==> src/rtl/otp_host_pkg.sv <==
package otp_host_pkg;

  typedef enum logic [1:0] {
    OP_LOAD  = 2'd0,
    OP_READ  = 2'd1,
    OP_WRITE = 2'd2,
    OP_PROG  = 2'd3
  } otp_op_e;

  typedef enum logic [2:0] {
    PH_IDLE  = 3'd0,
    PH_ENTRY = 3'd1,
    PH_PRE   = 3'd2,
    PH_DATA  = 3'd3,
    PH_TAIL  = 3'd4,
    PH_EXIT  = 3'd5
  } otp_phase_e;

  typedef enum logic [1:0] {
    PIN_CSN  = 2'd0,
    PIN_CLK  = 2'd1,
    PIN_DOUT = 2'd2,
    PIN_DOE  = 2'd3
  } otp_pin_e;

  typedef enum logic [1:0] {
    DLY_STEP  = 2'd0,
    DLY_BURN  = 2'd1,
    DLY_RECHG = 2'd2
  } otp_dly_e;

  typedef struct packed {
    otp_pin_e pin;
    logic     val;
  } otp_evt_t;

  localparam int EVT_IDX_W = 4;

  function automatic otp_evt_t mk_evt(otp_pin_e p, logic v);
    otp_evt_t e;
    e.pin = p;
    e.val = v;
    return e;
  endfunction

  // index of the final step inside a phase
  function automatic logic [EVT_IDX_W-1:0] phase_last(otp_op_e op, otp_phase_e ph);
    logic [EVT_IDX_W-1:0] r;
    case (ph)
      PH_ENTRY: r = 4'd6;
      PH_PRE: begin
        case (op)
          OP_LOAD:  r = 4'd9;
          OP_WRITE: r = 4'd6;
          OP_READ:  r = 4'd8;
          default:  r = 4'd10;
        endcase
      end
      PH_DATA: r = (op == OP_WRITE) ? 4'd2 : 4'd1;
      PH_TAIL: r = 4'd2;
      PH_EXIT: r = 4'd6;
      default: r = 4'd0;
    endcase
    return r;
  endfunction

endpackage

==> src/rtl/otp_step_timer.sv <==
module otp_step_timer #(
  parameter int W = 16
) (
  input  logic         clk,
  input  logic         rst_n,
  input  logic         load,
  input  logic [W-1:0] len,
  output logic         expire
);
  logic [W-1:0] cnt;

  always_ff @(posedge clk or negedge rst_n) begin
    if (!rst_n)              cnt <= '0;
    else if (load)           cnt <= (len == '0) ? '0 : len - 1'b1;
    else if (cnt != '0)      cnt <= cnt - 1'b1;
  end

  assign expire = (cnt == '0);

  // a step longer than one cycle must not end in the cycle after it starts
  p_step_hold_r3: assert property (@(posedge clk) disable iff (!rst_n)
    (load && len > 1) |=> !expire);
endmodule

==> src/rtl/otp_bit_shift.sv <==
module otp_bit_shift #(
  parameter int MAXB = 54,
  parameter int NB_W = 6
) (
  input  logic            clk,
  input  logic            rst_n,
  input  logic            start,
  input  logic [NB_W-1:0] nbits,
  input  logic [MAXB-1:0] wdata,
  input  logic            wr_shift,
  input  logic            rd_capture,
  input  logic            din,
  output logic            wr_bit,
  output logic [MAXB-1:0] rd_word
);
  logic [MAXB-1:0] wsh;
  logic [MAXB-1:0] rsh;

  always_ff @(posedge clk or negedge rst_n) begin
    if (!rst_n) begin
      wsh <= '0;
      rsh <= '0;
    end else begin
      if (start)         wsh <= wdata << (NB_W'(MAXB) - nbits);
      else if (wr_shift) wsh <= {wsh[MAXB-2:0], 1'b0};
      if (start)           rsh <= '0;
      else if (rd_capture) rsh <= {rsh[MAXB-2:0], din};
    end
  end

  assign wr_bit  = wsh[MAXB-1];
  assign rd_word = rsh;

  p_rd_clear_r11: assert property (@(posedge clk) disable iff (!rst_n)
    start |=> (rd_word == '0));
endmodule

==> src/rtl/otp_evt_decode.sv <==
module otp_evt_decode
  import otp_host_pkg::*;
(
  input  otp_op_e              op,
  input  otp_phase_e           phase,
  input  logic [EVT_IDX_W-1:0] idx,
  input  logic                 wr_bit,
  input  logic                 first_bit,
  output otp_evt_t             evt,
  output otp_dly_e             dly
);
  always_comb begin
    evt = mk_evt(PIN_CLK, 1'b0);
    dly = DLY_STEP;
    case (phase)
      PH_ENTRY: begin
        case (idx)
          4'd0:    evt = mk_evt(PIN_CSN, 1'b0);
          4'd1:    evt = mk_evt(PIN_CLK, 1'b0);
          4'd2:    evt = mk_evt(PIN_DOUT, 1'b1);
          4'd3:    evt = mk_evt(PIN_CSN, 1'b1);
          4'd4:    evt = mk_evt(PIN_CSN, 1'b0);
          4'd5:    evt = mk_evt(PIN_CLK, 1'b1);
          default: evt = mk_evt(PIN_CLK, 1'b0);
        endcase
      end
      PH_PRE: begin
        case (op)
          OP_LOAD: begin
            if (idx == 4'd0)      evt = mk_evt(PIN_DOUT, 1'b0);
            else if (idx == 4'd1) evt = mk_evt(PIN_CSN, 1'b1);
            else                  evt = mk_evt(PIN_CLK, ~idx[0]);
          end
          OP_WRITE: begin
            if (idx == 4'd0) evt = mk_evt(PIN_CSN, 1'b1);
            else             evt = mk_evt(PIN_CLK, idx[0]);
          end
          OP_READ: begin
            case (idx)
              4'd0:    evt = mk_evt(PIN_DOUT, 1'b0);
              4'd1:    evt = mk_evt(PIN_CLK, 1'b1);
              4'd2:    evt = mk_evt(PIN_CSN, 1'b1);
              4'd3:    evt = mk_evt(PIN_CLK, 1'b0);
              4'd4:    evt = mk_evt(PIN_CLK, 1'b1);
              4'd5:    evt = mk_evt(PIN_CLK, 1'b0);
              4'd6:    evt = mk_evt(PIN_DOE, 1'b0);
              4'd7:    evt = mk_evt(PIN_CLK, 1'b1);
              default: evt = mk_evt(PIN_CLK, 1'b0);
            endcase
          end
          default: begin
            if (idx == 4'd0)      evt = mk_evt(PIN_CLK, 1'b1);
            else if (idx == 4'd1) evt = mk_evt(PIN_CSN, 1'b1);
            else if (idx == 4'd2) evt = mk_evt(PIN_CLK, 1'b0);
            else                  evt = mk_evt(PIN_CLK, idx[0]);
          end
        endcase
      end
      PH_DATA: begin
        case (op)
          OP_WRITE: begin
            if (idx == 4'd0)      evt = mk_evt(PIN_DOUT, wr_bit);
            else if (idx == 4'd1) evt = mk_evt(PIN_CLK, 1'b1);
            else                  evt = mk_evt(PIN_CLK, 1'b0);
          end
          OP_READ: begin
            if (idx == 4'd0) evt = mk_evt(PIN_CLK, ~first_bit);
            else             evt = mk_evt(PIN_CLK, 1'b0);
          end
          OP_PROG: begin
            if (idx == 4'd0) begin
              evt = mk_evt(PIN_CLK, 1'b1);
              dly = DLY_BURN;
            end else begin
              evt = mk_evt(PIN_CLK, 1'b0);
              dly = DLY_RECHG;
            end
          end
          default: evt = mk_evt(PIN_CLK, (idx == 4'd0));
        endcase
      end
      PH_TAIL: begin
        if (idx == 4'd0)      evt = mk_evt(PIN_DOUT, 1'b1);
        else if (idx == 4'd1) evt = mk_evt(PIN_CLK, 1'b1);
        else                  evt = mk_evt(PIN_CLK, 1'b0);
      end
      PH_EXIT: begin
        case (idx)
          4'd0:    evt = mk_evt(PIN_DOE, 1'b1);
          4'd1:    evt = mk_evt(PIN_CSN, 1'b0);
          4'd2:    evt = mk_evt(PIN_CLK, 1'b1);
          4'd3:    evt = mk_evt(PIN_CLK, 1'b0);
          4'd4:    evt = mk_evt(PIN_CLK, 1'b1);
          4'd5:    evt = mk_evt(PIN_CSN, 1'b1);
          default: evt = mk_evt(PIN_DOUT, 1'b0);
        endcase
      end
      default: ;
    endcase
  end
endmodule

==> src/rtl/otp_host_seq.sv <==
module otp_host_seq
  import otp_host_pkg::*;
#(
  parameter int MAX_BITS = 54,
  parameter int DLY_W    = 16,
  localparam int NB_W    = $clog2(MAX_BITS + 1)
) (
  input  logic                clk,
  input  logic                rst_n,
  input  logic                cmd_valid,
  output logic                cmd_ready,
  input  logic [1:0]          cmd_op,
  input  logic [NB_W-1:0]     cmd_nbits,
  input  logic [MAX_BITS-1:0] cmd_wdata,
  input  logic [DLY_W-1:0]    cfg_step_cycles,
  input  logic [DLY_W-1:0]    cfg_burn_cycles,
  input  logic [DLY_W-1:0]    cfg_recharge_cycles,
  output logic                busy,
  output logic                done,
  output logic [MAX_BITS-1:0] rd_data,
  output logic                otp_csn,
  output logic                otp_clk,
  output logic                otp_dout,
  output logic                otp_doe,
  input  logic                otp_din
);
  otp_phase_e           phase_q, tgt_phase;
  otp_op_e              op_q;
  logic [EVT_IDX_W-1:0] idx_q, tgt_idx, cur_last;
  logic [NB_W-1:0]      bits_left_q, n_clamp;
  logic                 first_q, tgt_first, done_q;
  logic [DLY_W-1:0]     step_q, burn_q, rch_q, tgt_len;
  logic                 csn_q, clk_q, dout_q, doe_q;
  logic                 idle, accept, go, expire, wr_bit;
  otp_evt_t             tgt_evt;
  otp_dly_e             tgt_dly;
  otp_phase_e           after_data;
  logic                 bit_done;

  assign idle      = (phase_q == PH_IDLE);
  assign accept    = cmd_valid && idle;
  assign go        = accept || (!idle && expire);
  assign n_clamp   = (cmd_nbits > NB_W'(MAX_BITS)) ? NB_W'(MAX_BITS) : cmd_nbits;
  assign cur_last  = phase_last(op_q, phase_q);
  assign after_data = (op_q == OP_WRITE) ? PH_TAIL : PH_EXIT;
  assign bit_done  = (phase_q == PH_DATA) && (idx_q == cur_last);
  assign tgt_first = first_q && !bit_done;

  // choose the step that follows the current one
  always_comb begin
    tgt_phase = phase_q;
    tgt_idx   = idx_q + 1'b1;
    if (idle) begin
      tgt_phase = PH_ENTRY;
      tgt_idx   = '0;
    end else if (idx_q == cur_last) begin
      tgt_idx = '0;
      case (phase_q)
        PH_ENTRY: tgt_phase = PH_PRE;
        PH_PRE:   tgt_phase = (bits_left_q != '0) ? PH_DATA : after_data;
        PH_DATA:  tgt_phase = (bits_left_q > 1) ? PH_DATA : after_data;
        PH_TAIL:  tgt_phase = PH_EXIT;
        default:  tgt_phase = PH_IDLE;
      endcase
    end
  end

  otp_evt_decode u_dec (
    .op        (op_q),
    .phase     (tgt_phase),
    .idx       (tgt_idx),
    .wr_bit    (wr_bit),
    .first_bit (tgt_first),
    .evt       (tgt_evt),
    .dly       (tgt_dly)
  );

  always_comb begin
    case (tgt_dly)
      DLY_BURN:  tgt_len = burn_q;
      DLY_RECHG: tgt_len = rch_q;
      default:   tgt_len = idle ? cfg_step_cycles : step_q;
    endcase
  end

  otp_step_timer #(.W(DLY_W)) u_timer (
    .clk    (clk),
    .rst_n  (rst_n),
    .load   (go && (tgt_phase != PH_IDLE)),
    .len    (tgt_len),
    .expire (expire)
  );

  otp_bit_shift #(.MAXB(MAX_BITS), .NB_W(NB_W)) u_shift (
    .clk        (clk),
    .rst_n      (rst_n),
    .start      (accept),
    .nbits      (n_clamp),
    .wdata      (cmd_wdata),
    .wr_shift   (go && tgt_phase == PH_DATA && tgt_idx == '0 && op_q == OP_WRITE),
    .rd_capture (go && phase_q == PH_DATA && idx_q == '0 && op_q == OP_READ),
    .din        (otp_din),
    .wr_bit     (wr_bit),
    .rd_word    (rd_data)
  );

  always_ff @(posedge clk or negedge rst_n) begin
    if (!rst_n) begin
      phase_q     <= PH_IDLE;
      idx_q       <= '0;
      op_q        <= OP_LOAD;
      bits_left_q <= '0;
      first_q     <= 1'b0;
      done_q      <= 1'b0;
      step_q      <= '0;
      burn_q      <= '0;
      rch_q       <= '0;
      csn_q       <= 1'b1;
      clk_q       <= 1'b1;
      dout_q      <= 1'b0;
      doe_q       <= 1'b1;
    end else begin
      done_q <= 1'b0;
      if (accept) begin
        op_q        <= otp_op_e'(cmd_op);
        bits_left_q <= n_clamp;
        first_q     <= 1'b1;
        step_q      <= cfg_step_cycles;
        burn_q      <= cfg_burn_cycles;
        rch_q       <= cfg_recharge_cycles;
      end
      if (go) begin
        phase_q <= tgt_phase;
        idx_q   <= tgt_idx;
        if (tgt_phase == PH_IDLE) begin
          done_q <= 1'b1;
        end else begin
          case (tgt_evt.pin)
            PIN_CSN:  csn_q  <= tgt_evt.val;
            PIN_CLK:  clk_q  <= tgt_evt.val;
            PIN_DOUT: dout_q <= tgt_evt.val;
            default:  doe_q  <= tgt_evt.val;
          endcase
        end
        if (bit_done) begin
          bits_left_q <= bits_left_q - 1'b1;
          first_q     <= 1'b0;
        end
      end
    end
  end

  assign cmd_ready = idle;
  assign busy      = !idle;
  assign done      = done_q;
  assign otp_csn   = csn_q;
  assign otp_clk   = clk_q;
  assign otp_dout  = dout_q;
  assign otp_doe   = doe_q;

  p_idle_pins_r1: assert property (@(posedge clk) disable iff (!rst_n)
    cmd_ready |-> (otp_csn && otp_clk && !otp_dout && otp_doe));

  p_start_r2: assert property (@(posedge clk) disable iff (!rst_n)
    (cmd_valid && cmd_ready) |=> (!otp_csn && busy));

  p_ignore_r2: assert property (@(posedge clk) disable iff (!rst_n)
    (cmd_valid && !cmd_ready) |=> $stable(op_q));

  p_one_pin_r3: assert property (@(posedge clk) disable iff (!rst_n)
    $countones({otp_csn, otp_clk, otp_dout, otp_doe} ^
               $past({otp_csn, otp_clk, otp_dout, otp_doe})) <= 1);

  p_hold_r3: assert property (@(posedge clk) disable iff (!rst_n)
    (busy && !expire) |=> $stable({otp_csn, otp_clk, otp_dout, otp_doe}));

  p_release_r7: assert property (@(posedge clk) disable iff (!rst_n)
    !otp_doe |-> (op_q == OP_READ));

  p_done_pulse_r9: assert property (@(posedge clk) disable iff (!rst_n)
    done |=> !done);

  p_done_idle_r9: assert property (@(posedge clk) disable iff (!rst_n)
    done |-> !busy);
endmodule

==> config.mk <==
export PLATFORM = sky130hd
export DESIGN_NAME = otp_host_seq
export DESIGN_NICKNAME = d
export VERILOG_FILES = /design/src/rtl/otp_host_pkg.sv /design/src/rtl/otp_step_timer.sv /design/src/rtl/otp_bit_shift.sv /design/src/rtl/otp_evt_decode.sv /design/src/rtl/otp_host_seq.sv
export SDC_FILE = /design/constraint.sdc
export NUM_CORES = 1
export LEC_CHECK = 0
export BUFFER_PORTS_ARGS = -buffer_cell sky130_fd_sc_hd__buf_2
export CAP_MARGIN = 10
export CORE_MARGIN = 3
export CORE_UTILIZATION = 42
export CTS_BUF_LIST = sky130_fd_sc_hd__clkbuf_2
export DETAILED_ROUTE_END_ITERATION = 10
export GPL_TIMING_DRIVEN = 0
export SLEW_MARGIN = 20
export SYNTH_ARGS = -nofsm -noshare
export SYNTH_HDL_FRONTEND = slang
export SYNTH_SLANG_ARGS = --single-unit
==> constraint.sdc <==
create_clock -name clk -period 7.45 [get_ports clk]
set_input_delay 0.3725 -clock clk [delete_from_list [all_inputs] [get_ports clk]]
set_output_delay 0.3725 -clock clk [all_outputs]
set_load 0.02 [all_outputs]
==> Yosys cells after proc, flatten, opt, wreduce, memory -nomap -nowiden <==
Memory sizes are Yosys's and may differ from the RTL's.
Cells that the tools add are included.
{ "totals": {"output_inout_bits": 61, "memories": 1, "register_bits": 193, "inputBits": 114, "wordCells": 137, "rom_bits": 24} }
{ "memory_table": {"columns": ["name", "words", "word_bits", "read_ports", "rd_clocked_by_memory_dff", "write_ports", "line", "source"], "rows": [
  ["(no name shown)", 8, 3, 1, 0, 0, "otp_evt_decode.sv:39", "case (idx)"]
]} }
{ "op_classes": {"n_mux": 49, "eq_ne": 23, "bitwise_logic": 4, "order_cmp": 2, "n_shift": 1, "reduce_logical": 36, "addsub": 5} }
{ "ops": {"columns": ["op", "n"], "rows": [
  ["two-way mux 54 bit", 4],
  ["two-way mux 16 bit", 4],
  ["<< shifter 54 x 6 -> 54 bit", 1],
  ["logical NOT 16 bit", 2],
  ["case mux 16 bit (2 select lines)", 1],
  ["subtractor 16 x 1 -> 16 bit, second input constant", 2],
  ["two-way mux 3 bit", 10],
  ["case mux 3 bit (5 select lines)", 2],
  ["two-way mux 6 bit", 4],
  ["case mux 3 bit (4 select lines)", 2],
  ["case mux 3 bit (3 select lines)", 2],
  ["case mux 4 bit (4 select lines)", 1],
  ["nonzero test 16 bit", 1],
  ["equality test 3 x 2 -> 1 bit, second input constant", 4],
  ["equality test 3 bit, second input constant", 4],
  ["two-way mux 2 bit", 6],
  ["case mux 4 bit (3 select lines)", 1],
  ["AND reduction 3 bit", 4],
  ["logical AND 1 bit", 11],
  ["two-way mux 1 bit", 10],
  ["equality test 2 bit, second input constant", 4],
  ["equality test 4 x 2 -> 1 bit, second input constant", 2],
  ["equality test 4 x 3 -> 1 bit, second input constant", 2],
  ["logical NOT 4 bit", 2],
  ["other kinds (20)", 34]
]} }

==> Longest topological paths before layout <==
{ "logic_depth": {"word_depth": 16, "mapped_depth": 28, "mapped_depth_nobuf": 23} }

==> Hierarchy <==
From an unflattened synthesis, not the netlist that was laid out.
{ "unflattened": {"hier_cells": 1496, "hier_area_um2": 13885.8} }
{ "by_module_without_submodules": {"columns": ["module", "cells_per_inst", "area_per_inst_um2", "n_inst", "seq_area_each_um2"], "rows": [
  ["otp_bit_shift", 828, 8301.7, 1, 2702.6],
  ["otp_host_seq", 451, 3752.3, 1, 1730.4],
  ["otp_step_timer", 133, 1213.7, 1, 400.4],
  ["otp_evt_decode", 84, 618.1, 1, 0.0]
]} }

==> Worst setup path after synthesis <==
Ideal clock, no wire load.
{ "synth_timing": {"path_kind": "reg-to-reg", "startpoint": "register op_q[0]", "endpoint": "register u_timer.cnt[10]", "path_stages_with_launch": 28, "synth_period_minus_slack_ps": 5475, "arrival_time_ps": 5338, "setup_slack_ps": 1975, "path_buffers": 7, "setup_ps": 137, "t_required_ps": 7313, "cell_sequence": "dfrtp_1 inv_1 ha_1 buf_4 nor4b_2 xnor2_1 o21ai_1 nor4_2 buf_4 nor3_2 inv_1 ha_1 clkbuf_1 o21ai_1 nand3_1 ha_1 clkbuf_1 clkbuf_1 clkbuf_1 a21o_1 ha_1 o21ai_1 nor3_1 nor3b_2 a21oi_1 buf_2 a21oi_1 a21oi_1"} }
{ "synth_via": {"elab_chain_cells": 15, "word_cells_on_any_way": 31, "classes_between": "add/sub (1); eq/ne (7); mux (17); reduce/logical (6)"} }
{ "synth_rtl": {"columns": ["element", "line", "source"], "rows": [
  ["from (decl)", "otp_host_seq.sv:28", "otp_op_e op_q;"],
  ["from (signal assigned)", "otp_host_seq.sv:125", "op_q <= otp_op_e'(cmd_op);"],
  ["equality test 2 x 1 -> 1 bit, or another cell as far along", "otp_host_pkg.sv:52", "case (op)"],
  ["case mux 4 bit (3 select lines) / two-way mux 2 bit (equally long branches)", "otp_host_pkg.sv:52, otp_host_pkg.sv:59", null],
  ["case mux 4 bit (4 select lines) (*)", "otp_host_pkg.sv:49", "case (ph)"],
  ["equality test 4 bit (*)", "otp_host_seq.sv:56", "end else if (idx_q == cur_last) begin"],
  ["two-way mux 4 bit (*)", "otp_host_seq.sv:56", null],
  ["two-way mux 4 bit (*)", "otp_host_seq.sv:53", "if (idle) begin"],
  ["net tgt_idx[0]", "otp_host_seq.sv:29", "logic [EVT_IDX_W-1:0] idx_q, tgt_idx, cur_last;"],
  ["logical NOT 4 bit (*)", "otp_evt_decode.sv:71", "if (idx == 4'd0) begin"],
  ["two-way mux 2 bit (*)", "otp_evt_decode.sv:71", null],
  ["two-way mux 2 bit (*)", "otp_evt_decode.sv:60", "case (op)"],
  ["two-way mux 2 bit (*)", "otp_evt_decode.sv:15", "case (phase)"],
  ["equality test 2 bit / equality test 2 x 1 -> 1 bit (equally long branches)", "otp_host_seq.sv:79", "case (tgt_dly)"],
  ["case mux 16 bit (2 select lines) (*)", "otp_host_seq.sv:79", null],
  ["subtractor 16 x 1 -> 16 bit / logical NOT 16 bit (equally long branches)", "otp_step_timer.sv:14", "else if (load) cnt <= (len == '0) ? '0 : len - 1'b1;"],
  ["two-way mux 16 bit (*) (2 in a row)", "otp_step_timer.sv:14", null],
  ["to (signal assigned)", "otp_step_timer.sv:14", null],
  ["to (signal assigned)", "otp_step_timer.sv:15", "else if (cnt != '0) cnt <= cnt - 1'b1;"],
  ["to (decl)", "otp_step_timer.sv:10", "logic [W-1:0] cnt;"]
]} }
Mark *: on every way through the listed nets, which the timed path passes. The rest lies on a longest branch.
A chain may end at the register's enable or synchronous reset.

==> Worst setup path in the final report <==
{ "layout_timing": {"startpoint": "register op_q[0]", "endpoint": "register u_timer.cnt[6]"} }
{ "layout_via": {"elab_chain_cells": 15, "word_cells_on_any_way": 31, "classes_between": "add/sub (1); eq/ne (7); mux (17); reduce/logical (6)"} }
{ "layout_rtl": {"columns": ["element", "line"], "rows": [
  ["equality test 2 x 1 -> 1 bit, or another cell as far along", "otp_host_pkg.sv:52"],
  ["case mux 4 bit (3 select lines) / two-way mux 2 bit (equally long branches)", "otp_host_pkg.sv:52, otp_host_pkg.sv:59"],
  ["case mux 4 bit (4 select lines)", "otp_host_pkg.sv:49"],
  ["equality test 4 bit", "otp_host_seq.sv:56"],
  ["two-way mux 4 bit", "otp_host_seq.sv:56"],
  ["two-way mux 4 bit", "otp_host_seq.sv:53"],
  ["logical NOT 4 bit", "otp_evt_decode.sv:71"],
  ["two-way mux 2 bit", "otp_evt_decode.sv:71"],
  ["two-way mux 2 bit", "otp_evt_decode.sv:60"],
  ["two-way mux 2 bit", "otp_evt_decode.sv:15"],
  ["equality test 2 bit / equality test 2 x 1 -> 1 bit (equally long branches)", "otp_host_seq.sv:79"],
  ["case mux 16 bit (2 select lines)", "otp_host_seq.sv:79"],
  ["subtractor 16 x 1 -> 16 bit / logical NOT 16 bit (equally long branches)", "otp_step_timer.sv:14"],
  ["two-way mux 16 bit (2 in a row)", "otp_step_timer.sv:14"]
]} }
Several ways; a longest one is shown, not always the timed one.

==> results.py <==
metrics = {
    "detailed_routing": {
        "viasPerCell": 5.640,
        "ant_nets": 0,
        "vias": 12040,
        "firstDrtPassIters": 5,
        "routed_wl_mm": 39.63,
        "wl_per_cell_microns": 18.56,
        "drt_iter0_drc": 812,
        "drcViolationCount": 0,
    },
    "synth": {
        "syn-mean-instance-area_sq_um": 8.805,
        "synth_edf_count": 0,
        "yosys_warnings": 0,
        "synth_area_leaders": "dfrtp_1, mux2i_1, nand2_1",
        "synth_area_sq_um": 13010,
        "synth_cell_type_count": 88,
        "ys_seq_area_share_pct": 37.14,
        "synth-simple-area-share_pct": 18.05,
        "synth_top_area_share_pct": 36.53,
        "ys_ff_latch": 193,
        "synthCells": 1478,
        "synth_top_cell_by_area": "dfrtp_1",
        "syn_nets": 1613,
        "synthAdderAreaFrac_pct": 2.019,
        "synth-compound-area-share_pct": 18.73,
        "async_flop_share_pct": 100.0,
        "yosys.area_share.xor_xnor_pct": 2.356,
        "synth_top_family_by_area": "compound AO/OA/AOI/OAI gates",
        "ys.flop_type": "dfrtp_1",
        "synthMuxAreaShare_pct": 17.39,
    },
    "floorplan": {
        "dieArea_sq_um": 33130,
        "rows": 63,
        "core-area_sq_um": 30110,
        "start_util_pct": 43.22,
        "pin_count": 175,
        "die_y_microns": 182.0,
        "die_x_microns": 182.0,
    },
    "clocking": {
        "path_clk_slew_ns": 0.34,
        "cts_setup_buffers": 0,
        "htreeDepth": 4,
        "clock_latency_ns": 0.81,
        "max-clock-path-buffers": 2,
        "tritoncts": "built",
        "clockRootBuffer": "clkbuf_2",
        "clock_sinks": 193,
        "numCtsBuffers": 17,
    },
    "timing": {
        "fin_setup_tns_ns": 0,
        "hold_ws_ns": 0.1474,
        "hold_viol": 0,
        "setup_viol": 0,
        "period_needed_ns": 6.912,
        "worstMarginPinSlew_ns": 0.8283,
        "finClkSkew_ns": 0.06065,
        "worst_slack_ns": 0.5376,
        "slew_headroom_pct": 44.78,
        "finalCritPeriodShare_pct": 92.78,
        "fmax_mhz": 144.7,
        "slew_viol_final": 0,
        "rsz0062_at_grt": "no",
    },
    "critical_path": {
        "critPathMostFrequentCell": "ha_1",
        "cp.required_ns": 8.11,
        "startpoint_type": "flop",
        "cp_max_fo": 10,
        "r2r_cells": 28,
        "cp_num_buf_inv": 8,
        "cp-end-kind": "flop",
        "critPathSlowestCell": "dfrtp_1",
        "path_delay_family": "simple AND/OR/NAND/NOR gates",
        "rrSetupSlack_ns": 0.54,
        "cp.arrival_ns": 7.57,
        "rr_endpoint": "u_timer.cnt[6]$_DFFE_PN0P_",
        "slowest_delay_ns": 0.47,
        "crit_type": "reg -> reg",
        "r2r_start": "op_q[0]$_DFFE_PN0P_",
    },
    "min_path": {
        "whs_path_depth": 3,
        "hp-class": "in -> reg",
        "min_from": "cmd_nbits[0]",
        "hold_end": "bits_left_q[0]$_DFF_PN0_",
    },
    "layout": {
        "drive_above_1_share_pct": 18.59,
        "final_cells": 2135,
        "finalNetCount": 1865,
        "final.fill_count": 2975,
        "multi_input_area_sq_um": 7630,
        "regArea_sq_um": 4833,
        "synthToLayoutAreaGrowth_pct": 17.59,
    },
    "power_and_ir_drop": {
        "peakVddDrop_mv": 0.1470,
        "leakage_nw": 7.052,
        "p_total_mw": 5.388,
        "p_per_area_nw_per_um2": 352.1,
    },
    "grt": {
        "overflow": 0,
        "antenna_found_initial": 1,
        "grt_use_total_pct": 23.73,
        "grt_pass1_wl_mm": 64.09,
        "grt_start_max_net_pins": 80,
        "grt_pass1_vias": 11820,
    },
    "placement": {
        "placed_cells": 2042,
        "routabilityCongestion": 0.9521,
        "place_ws_ns": 0.4199,
        "portBuffers": 172,
        "place_hpwl_mm": 30.25,
    },
    "flow_run": {
        "max-cap-violations": 0,
    },
    "status": {
        "outcome": "finished, final reports clean",
    },
}
synthesized netlist by cell type, types with 8 or more instances:
library cell and instances:
nand2_1 350, dfrtp_1 190, mux2i_1 144, a21oi_1 129
nor2_1 81, clkbuf_1 65, o21ai_1 46, o21ai_0 44
buf_2 35, mux4_2 32, o21a_1 28, a211oi_1 25
xnor2_1 24, ha_1 21, inv_1 19, a31oi_1 17
nor3_1 16, a221oi_1 15, nand3_1 13, o22ai_1 13
xor2_1 11, and2_1 9, nor2b_1 9, or3_1 8
sequential cells by signal, summed over array words and instances, names as in the netlist:
| signal | cells |
|---|---|
| otp_csn | 1 |
| bits_left_q | 6 |
| first_q | 1 |
| burn_q | 16 |
| idx_q | 4 |
| otp_dout | 1 |
| phase_q | 3 |
| otp_clk | 1 |
| u_shift.rd_word | 54 |
| otp_doe | 1 |
| u_shift.wsh | 54 |
| step_q | 16 |
| rch_q | 16 |
| op_q | 2 |
| u_timer.cnt | 16 |
| done | 1 |
kinds of logic after synthesis:
kind of cell,Yosys count
buf+inv,130
flops,193
fa+ha+maj,21
compound gates,380
xor+xnor,35
mux,185
simple gates,534
through the flow:
stage               area (sq um)  utilization [%]
global route               15300            50.82
CTS                        15280            50.76
global placement           14360            47.70
floorplan                  13010                -
finish                     15300            50.82
detailed placement         14430            47.91
layout by cell type, fill, tap and decap left out, drive strengths merged, types with 5 or more instances in the layout:
| cell | instances |
|---|---|
| nor4 | 10 |
| buf | 218 |
| dfrtp | 190 |
| mux4 | 32 |
| a21o | 5 |
| o21a | 28 |
| a31oi | 19 |
| ha | 21 |
| o211ai | 7 |
| and3 | 6 |
| and2 | 10 |
| mux2 | 9 |
| nor3 | 18 |
| nor2 | 82 |
| clkinv | 5 |
| xor2 | 11 |
| nand3 | 13 |
| o221ai | 7 |
| clkbuf | 82 |
| a21oi | 130 |
| nor2b | 10 |
| nand2b | 6 |
| a221oi | 15 |
| mux2i | 144 |
| xnor2 | 24 |
| dlygate4sd3 | 58 |
| inv | 31 |
| or3 | 8 |
| o21ai | 93 |
| o22ai | 13 |
| nand2 | 352 |
| o2bb2ai | 6 |
| a211oi | 26 |
where the power goes:
group | switching (mW) | total [mW] | internal, mW
clock network | 0.415 | 0.556 | 0.141
logic | 1.80 | 2.96 | 1.15
registers | 0.346 | 1.87 | 1.53
total | 2.57 | 5.39 | 2.82
worst max path at each step:
stage,startpoint,to,slack (ns),depth (start not counted)
6_report,op_q[0]$_DFFE_PN0P_,u_timer.cnt[6]$_DFFE_PN0P_,0.54,28
2_1_floorplan,op_q[0]$_DFFE_PN0P_,u_timer.cnt[10]$_DFFE_PN0P_,1.98,27
5_1_grt,op_q[0]$_DFFE_PN0P_,u_timer.cnt[9]$_DFFE_PN0P_,0.03,28
3_3_place_gp,op_q[0]$_DFFE_PN0P_,u_timer.cnt[7]$_DFFE_PN0P_,0.46,27
4_1_cts,op_q[0]$_DFFE_PN0P_,u_timer.cnt[9]$_DFFE_PN0P_,0.34,27
3_5_place_dp,op_q[0]$_DFFE_PN0P_,u_timer.cnt[9]$_DFFE_PN0P_,0.42,27
layer usage:
layer / global-route usage (%) / vias up / part of all wire (%)
li1: - / 5790 / -
met1: 32.45 / 5871 / 46
met2: 40.47 / 335 / 49
met3: 2.804 / 46 / 4.0
met4: 5.393 / 0 / 1.6
met5: 0 / - / 0
worst min-delay path, stage by stage:
cell     delay (ns)
buf_2          0.09
o21ai_1        0.26
o21ai_0        0.23
repair_timing:
action | 4_1_cts | 5_1_grt
hold endpoints to repair | 167 | 0
gates resized for setup | 0 | 4
hold buffers | 59 | 0
setup endpoints to repair | 0 | 16
cell type report:
cell class	instances	share of cell area (%)
Antenna cell	2	0.03271
Inverter	22	0.5397
Clock inverter	15	1.071
Clock buffer	17	0.5560
Timing Repair Buffer	233	10.02
Sequential cell	193	31.59
Multi-Input combinational cell	1155	49.86
Buffer	108	3.140
Tap cell	390	3.189
(Power assumes the default switching activity.)
